## src/rtl/fdiv_pkg.sv

```systemverilog
package fdiv_pkg;

  localparam int SP_EXP_W  = 8;
  localparam int SP_FRAC_W = 23;

  typedef enum logic [1:0] {
    ST_IDLE,
    ST_CHECK,
    ST_RUN,
    ST_PACK
  } fdiv_state_e;

  typedef struct packed {
    logic sign;
    logic is_zero;
    logic is_inf;
    logic is_nan;
  } fdiv_class_t;

endpackage

```

## src/rtl/fdiv_classify.sv

```systemverilog
module fdiv_classify
  import fdiv_pkg::*;
#(
  parameter int EXP_W  = SP_EXP_W,
  parameter int FRAC_W = SP_FRAC_W
) (
  input  logic [EXP_W+FRAC_W:0] word,
  output fdiv_class_t           cls,
  output logic [EXP_W-1:0]      expo,
  output logic [FRAC_W:0]       sig
);
  localparam int SIG_W = FRAC_W + 1;

  logic [FRAC_W-1:0] frac;
  logic              exp_max;
  logic              exp_min;

  assign frac    = word[FRAC_W-1:0];
  assign expo    = word[EXP_W+FRAC_W-1:FRAC_W];
  assign exp_max = &expo;
  assign exp_min = ~|expo;

  always_comb begin
    cls.sign    = word[EXP_W+FRAC_W];
    cls.is_zero = exp_min;             // subnormals flushed to zero
    cls.is_inf  = exp_max && (frac == '0);
    cls.is_nan  = exp_max && (frac != '0);
  end

  // hidden one restored; zero significand for zero class
  assign sig = exp_min ? SIG_W'(0) : {1'b1, frac};
endmodule

```

## src/rtl/fdiv_sig_iter.sv

```systemverilog
module fdiv_sig_iter #(
  parameter int SIG_W = 24,
  parameter int ITER  = SIG_W + 2
) (
  input  logic             clk,
  input  logic             rst_n,
  input  logic             load,
  input  logic             step,
  input  logic [SIG_W-1:0] dividend,
  input  logic [SIG_W-1:0] divisor,
  output logic [ITER-1:0]  quo,
  output logic             rem_nz
);
  logic [SIG_W:0]   rem_q;
  logic [SIG_W-1:0] dvs_q;
  logic             q_bit;
  logic [SIG_W:0]   rem_nx;

  // one restoring step: compare, subtract when it fits, shift left
  function automatic logic [SIG_W+1:0] restore_step(input logic [SIG_W:0] r,
                                                    input logic [SIG_W-1:0] d);
    logic             ge;
    logic [SIG_W:0]   diff;
    ge   = (r >= {1'b0, d});
    diff = ge ? (r - {1'b0, d}) : r;
    return {ge, diff[SIG_W-1:0], 1'b0};
  endfunction

  assign {q_bit, rem_nx} = restore_step(rem_q, dvs_q);

  always_ff @(posedge clk or negedge rst_n) begin
    if (!rst_n) begin
      rem_q <= '0;
      dvs_q <= '0;
      quo   <= '0;
    end else if (load) begin
      rem_q <= {1'b0, dividend};
      dvs_q <= divisor;
      quo   <= '0;
    end else if (step) begin
      rem_q <= rem_nx;
      quo   <= {quo[ITER-2:0], q_bit};
    end
  end

  assign rem_nz = |rem_q;
endmodule

```

## src/rtl/fdiv_round_pack.sv

```systemverilog
module fdiv_round_pack #(
  parameter int EXP_W  = 8,
  parameter int FRAC_W = 23,
  parameter int ITER   = FRAC_W + 3
) (
  input  logic                     sign,
  input  logic signed [EXP_W+1:0]  exp_pre,
  input  logic [ITER-1:0]          quo,
  input  logic                     rem_nz,
  output logic [EXP_W+FRAC_W:0]    word,
  output logic                     ovf,
  output logic                     unf
);
  localparam int SIG_W = FRAC_W + 1;
  localparam int EW    = EXP_W + 2;
  localparam int EMAX  = (1 << EXP_W) - 1;

  logic                 norm;
  logic [SIG_W-1:0]     mant_raw;
  logic                 rbit;
  logic                 sticky;
  logic                 inc;
  logic [SIG_W:0]       mant_r;
  logic                 carry;
  logic [FRAC_W-1:0]    frac;
  logic signed [EW-1:0] e_adj;

  always_comb begin
    norm     = quo[ITER-1];
    mant_raw = norm ? quo[ITER-1:2] : quo[ITER-2:1];
    rbit     = norm ? quo[1] : quo[0];
    sticky   = norm ? (quo[0] | rem_nz) : rem_nz;
    inc      = rbit & (sticky | mant_raw[0]);
    mant_r   = {1'b0, mant_raw} + {{SIG_W{1'b0}}, inc};
    carry    = mant_r[SIG_W];
    frac     = carry ? mant_r[SIG_W-1:1] : mant_r[SIG_W-2:0];
    e_adj    = exp_pre;
    if (!norm) e_adj = e_adj - EW'(1);
    if (carry) e_adj = e_adj + EW'(1);
    ovf = (e_adj >= EW'(EMAX));
    unf = (e_adj <= EW'(0));
    if (ovf)
      word = {sign, {EXP_W{1'b1}}, {FRAC_W{1'b0}}};
    else if (unf)
      word = {sign, {(EXP_W+FRAC_W){1'b0}}};
    else
      word = {sign, e_adj[EXP_W-1:0], frac};
  end
endmodule

```

## src/rtl/fp_divider.sv

```systemverilog
module fp_divider
  import fdiv_pkg::*;
#(
  parameter int EXP_W  = SP_EXP_W,
  parameter int FRAC_W = SP_FRAC_W
) (
  input  logic                  clk,
  input  logic                  rst_n,
  input  logic                  start,
  input  logic [EXP_W+FRAC_W:0] op_a,
  input  logic [EXP_W+FRAC_W:0] op_b,
  output logic                  busy,
  output logic                  done,
  output logic [EXP_W+FRAC_W:0] result,
  output logic                  ovf_flag,
  output logic                  unf_flag,
  output logic                  dz_flag
);
  localparam int W     = 1 + EXP_W + FRAC_W;
  localparam int SIG_W = FRAC_W + 1;
  localparam int ITER  = SIG_W + 2;
  localparam int CNT_W = $clog2(ITER);
  localparam int EW    = EXP_W + 2;
  localparam int BIAS  = (1 << (EXP_W - 1)) - 1;

  fdiv_state_e        state;
  logic [W-1:0]       opa_q, opb_q;
  logic [CNT_W-1:0]   cnt;
  fdiv_class_t        cla, clb;
  logic [EXP_W-1:0]   expa, expb;
  logic [SIG_W-1:0]   siga, sigb;
  logic [ITER-1:0]    quo;
  logic               rem_nz;
  logic               res_sign;
  logic signed [EW-1:0] exp_pre;
  logic [W-1:0]       packed_word;
  logic               pk_ovf, pk_unf;

  // named events for the checker
  logic               accept;
  logic               special_hit;
  logic               special_dz;
  logic [W-1:0]       special_word;
  logic               iter_step;
  logic               iter_load;
  logic               last_iter;

  // special-class answer: {hit, dz, word}
  function automatic logic [W+1:0] special_pick(input fdiv_class_t ca,
                                                input fdiv_class_t cb,
                                                input logic sgn);
    logic [W-1:0] qnan, inf, zer;
    qnan = {1'b0, {EXP_W{1'b1}}, 1'b1, {(FRAC_W-1){1'b0}}};
    inf  = {sgn, {EXP_W{1'b1}}, {FRAC_W{1'b0}}};
    zer  = {sgn, {(EXP_W+FRAC_W){1'b0}}};
    if (ca.is_nan || cb.is_nan)                         return {2'b10, qnan};
    else if ((ca.is_zero && cb.is_zero) ||
             (ca.is_inf && cb.is_inf))                  return {2'b10, qnan};
    else if (ca.is_inf)                                 return {2'b10, inf};
    else if (cb.is_zero)                                return {2'b11, inf};
    else if (ca.is_zero || cb.is_inf)                   return {2'b10, zer};
    else                                                return {2'b00, zer};
  endfunction

  // biased exponent difference with the bias put back
  function automatic logic signed [EW-1:0] exp_diff(input logic [EXP_W-1:0] ea,
                                                    input logic [EXP_W-1:0] eb);
    return $signed({2'b00, ea}) - $signed({2'b00, eb}) + EW'(BIAS);
  endfunction

  fdiv_classify #(.EXP_W(EXP_W), .FRAC_W(FRAC_W)) u_cls_a (
    .word(opa_q), .cls(cla), .expo(expa), .sig(siga)
  );
  fdiv_classify #(.EXP_W(EXP_W), .FRAC_W(FRAC_W)) u_cls_b (
    .word(opb_q), .cls(clb), .expo(expb), .sig(sigb)
  );

  assign res_sign = cla.sign ^ clb.sign;
  assign {special_hit, special_dz, special_word} = special_pick(cla, clb, res_sign);
  assign exp_pre  = exp_diff(expa, expb);

  assign accept    = start && !busy;
  assign iter_load = (state == ST_CHECK) && !special_hit;
  assign iter_step = (state == ST_RUN);
  assign last_iter = (cnt == CNT_W'(ITER - 1));

  fdiv_sig_iter #(.SIG_W(SIG_W), .ITER(ITER)) u_iter (
    .clk(clk), .rst_n(rst_n), .load(iter_load), .step(iter_step),
    .dividend(siga), .divisor(sigb), .quo(quo), .rem_nz(rem_nz)
  );

  fdiv_round_pack #(.EXP_W(EXP_W), .FRAC_W(FRAC_W), .ITER(ITER)) u_pack (
    .sign(res_sign), .exp_pre(exp_pre), .quo(quo), .rem_nz(rem_nz),
    .word(packed_word), .ovf(pk_ovf), .unf(pk_unf)
  );

  always_ff @(posedge clk or negedge rst_n) begin
    if (!rst_n) begin
      state    <= ST_IDLE;
      busy     <= 1'b0;
      done     <= 1'b0;
      result   <= '0;
      ovf_flag <= 1'b0;
      unf_flag <= 1'b0;
      dz_flag  <= 1'b0;
      opa_q    <= '0;
      opb_q    <= '0;
      cnt      <= '0;
    end else begin
      done <= 1'b0;
      unique case (state)
        ST_IDLE: begin
          if (accept) begin
            opa_q <= op_a;
            opb_q <= op_b;
            busy  <= 1'b1;
            state <= ST_CHECK;
          end
        end
        ST_CHECK: begin
          cnt <= '0;
          if (special_hit) begin
            result   <= special_word;
            dz_flag  <= special_dz;
            ovf_flag <= 1'b0;
            unf_flag <= 1'b0;
            done     <= 1'b1;
            busy     <= 1'b0;
            state    <= ST_IDLE;
          end else begin
            state <= ST_RUN;
          end
        end
        ST_RUN: begin
          cnt <= cnt + CNT_W'(1);
          if (last_iter) state <= ST_PACK;
        end
        ST_PACK: begin
          result   <= packed_word;
          ovf_flag <= pk_ovf;
          unf_flag <= pk_unf;
          dz_flag  <= 1'b0;
          done     <= 1'b1;
          busy     <= 1'b0;
          state    <= ST_IDLE;
        end
        default: state <= ST_IDLE;
      endcase
    end
  end
endmodule

```

## config.mk

```make
export PLATFORM = sky130hd
export DESIGN_NAME = fp_divider
export DESIGN_NICKNAME = d
export VERILOG_FILES = /design/src/rtl/fdiv_pkg.sv /design/src/rtl/fdiv_classify.sv /design/src/rtl/fdiv_sig_iter.sv /design/src/rtl/fdiv_round_pack.sv /design/src/rtl/fp_divider.sv
export SDC_FILE = /design/constraint.sdc
export NUM_CORES = 1
export LEC_CHECK = 0
export BUFFER_PORTS_ARGS = -buffer_cell sky130_fd_sc_hd__buf_2
export CAP_MARGIN = 20
export CORE_MARGIN = 1
export CORE_UTILIZATION = 47
export DETAILED_ROUTE_END_ITERATION = 8
export PLACE_DENSITY = 0.62
export SYNTH_ARGS = -nofsm -noshare
export SYNTH_HDL_FRONTEND = slang
export SYNTH_SLANG_ARGS = --single-unit
```

## constraint.sdc

```tcl
create_clock -name clk -period 7.9 [get_ports clk]
set_input_delay 1.58 -clock clk [delete_from_list [all_inputs] [get_ports clk]]
set_output_delay 1.58 -clock clk [all_outputs]
set_load 0.05 [all_outputs]
```

==> results.md <==
* Final slew viol count at 0
* Clk_lat worst skew at 0.44 ns
* GR Overflow Total at 0
* Most common cell after layout, fill and taps aside: dfrtp_1
* Root buffer cell: clkbuf_16
* Design area at 12700 um2
* Setup violators final at 0
* Worst min-delay path category: register to register
* Clock slew at reported path FFs at 0.07 ns
* Initial antenna violation count at 0
* Synth unique cells at 82
* Crit path launch type: register
* Most numerous cell on the critical path: ha_1
* Register area share after synthesis at 40.1%
* Fin Hold WS at 0.465 ns
* Total CTS buffers at 17
* Final Hold Viols at 0
* Final wirelength at 28.5 mm
* Setup Fix Bufs, Post-CTS at 0
* Initial Util at 48.3%
* Crit path time final at 5.00 ns
* RSZ-0062 raised after global routing: no
* Post-detail-place hpwl at 20.8 mm
* IO Pins at 104
* Post-route DRC at 0
* Most frequent cells in the layout: 182 x dfrtp_1, 141 x nand2_1, 102 x buf_2
* Gr usage total at 24.0%
* WL met3 at 1.18 mm
* DRT iter0 DRCs at 585
* Std-Cell Rows at 56
* Met1 wire length at 13.7 mm
* Peak supply drop at 0.000284 V
* Avg Cell Area, Syn at 9.47 um2
* Crit Path Category: register to register
* Max-slew headroom at 27.7%
* Min setup slack post-route at 2.90 ns
* Crit end category: register
* Avg WL per Cell at 17.8 um
* Die W at 158 um
* Lkg Pwr at 5.54 nW
* Setup TNS at 0 ns
* Cts hold-fix bufs at 0
* Crit path arrival time at 5.29 ns
* FFs w/ async S/R, synth at 100%
* CTS sink cnt at 183
* DR vias/cell at 5.70
* Nets at 1380
* Mapped Area at 11400 um2
* Mapped Cells at 1205
* Post-Place Setup Slack at 2.94 ns
* Worst Clk Skew at 0.0101 ns
* Largest net degree at the start of global routing at 70
* Via Count at 9128
* Core footprint at 23600 um2
* Synth-to-layout area growth at 11.6%
* TritonRoute pass-1 iters at 5
* Delay-heaviest family, CP: simple AND/OR/NAND/NOR gates
* Vias in the first global route at 8759
* Status: finished clean
* Filler cells at 2200
* CP Cell Sequence: inv_1, ha_1, fa_1, ha_1, or3b_1, nor3_1, a311o_1, mux2i_1, or4b_4, xor2_1, nor4b_1, a2111oi_2, nor2_1, o41ai_1
* Top Metal Used: met4
* H-tree depth at 4
* Critical path buffers and inverters at 1
* CP max-delay cell: nor2_1
* Overall Power at 6.52 mW
* Max Clock Freq at 200 MHz
* Clock Path Buffers at 2
* Die ar. at 24900 um2
* Share of cells above drive strength 1 at 20.8%
* CP required at 8.19 ns
* Crit-path max cell delay at 0.86 ns
* EDFF count, synth at 0
* CP max FO at 11
* First-pass GRT wire length at 46.5 mm
* Final GP Congestion at 0.905
* CTS tree: done
* Placed cell area at 12100 um2
* Synthesized Nets at 1316
* Antenna Cells at 0
* Final Cycle Share at 63.3%
* Chip Height at 158 um
* PortBufs at 103
* MaxCap Viol Count at 0
* Worst Max-Slew Pin Slew at 1.08 ns
* Cell Pwr Density at 512 nW/um2
* FF+latch count, synth at 183
* Met2 WL post-DR at 13.3 mm
* CTS-repair resized insts at 0
* Synth Warn # at 0
* Detail Route Antenna Nets at 0
* Commonest register cell after synthesis: dfrtp_1
## final timing paths
kind                                       start               end  slack [ns]  cells past startpoint
max in group asynchronous                  rst_n    u_iter.quo[25]        5.50                      2
worst min-delay path            u_iter.dvs_q[23]  u_iter.dvs_q[23]        0.46                      2
worst min register to register  u_iter.dvs_q[23]  u_iter.dvs_q[23]        0.46                      2
worst max register to register         opa_q[23]        result[21]        2.90                     14
worst max-delay path                   opa_q[23]        result[21]        2.90                     14
min in group asynchronous                  rst_n         opb_q[28]        1.07                      1
## kinds of logic (layout without fill, tap and decap cells)
family | count (synthesis) | after routing | synth area share [%]
AOI/OAI and AO/OA | 274 | 274 | 16.7
xor gates and xnor gates | 69 | 69 | 5.48
adders and majority gates | 44 | 44 | 4.96
buffers and inverters | 119 | 196 | 4.20
DFF | 183 | 183 | 40.1
muxes | 122 | 122 | 11.5
and+or+nand+nor | 394 | 394 | 17.1
## Yosys cell counts, drive strengths merged (22+ instances only)
master / instances / area (um2)
dfrtp: 183 / 4580
nand2: 141 / 529
o21ai: 85 / 463
nor2: 74 / 278
mux2: 72 / 811
a21oi: 62 / 310
clkbuf: 57 / 215
inv: 51 / 191
mux2i: 50 / 500
ha: 42 / 526
xnor2: 41 / 359
nand3: 28 / 140
xor2: 27 / 244
nor4: 24 / 156
and3: 22 / 138
nor3: 22 / 126
## registers in the layout (all words and copies together) (netlist names), named ones only
register      cells
u_iter.dvs_q     24
unf_flag          1
opa_q            32
busy              1
u_iter.rem_q     25
done              1
opb_q            32
u_iter.quo       26
cnt               5
result           32
ovf_flag          1
state             1
dz_flag           1
## final cells by class
type / instances / area [um2] / share of cell area [%]
clock buffers: 20 / 467 / 3.66
clock inverters: 12 / 141 / 1.11
inverters: 51 / 191 / 1.50
multi-input cells: 903 / 6360 / 49.9
flip-flops and latches: 183 / 4580 / 36.0
well taps: 319 / 399 / 3.13
repair buffers: 113 / 597 / 4.69
## stage by stage
step	instances	utilization (%)
after floorplan	1205	-
after global placement	1569	51.4
after detailed placement	1569	51.4
after CTS	1601	53.9
after global routing	1601	53.9
final	1601	53.9
## per-layer routing
layer / global-route usage, % / vias up
met4: 5.59 / 0
met5: 0 / -
met1: 33.4 / 4442
met3: 3.81 / 26
li1: - / 4461
met2: 39.1 / 199
## power breakdown
part	switching (mW)	internal [mW]
Sequential	0.284	1.26
Combinational	2.53	1.55
Clock	0.401	0.498
## tightest hold or removal path: stages, from the launching register on
cell,delay (ns)
dfrtp_1,0.33
inv_1,0.05
nand2_1,0.05
No activity file was read; power rests on OpenSTA's default activity.
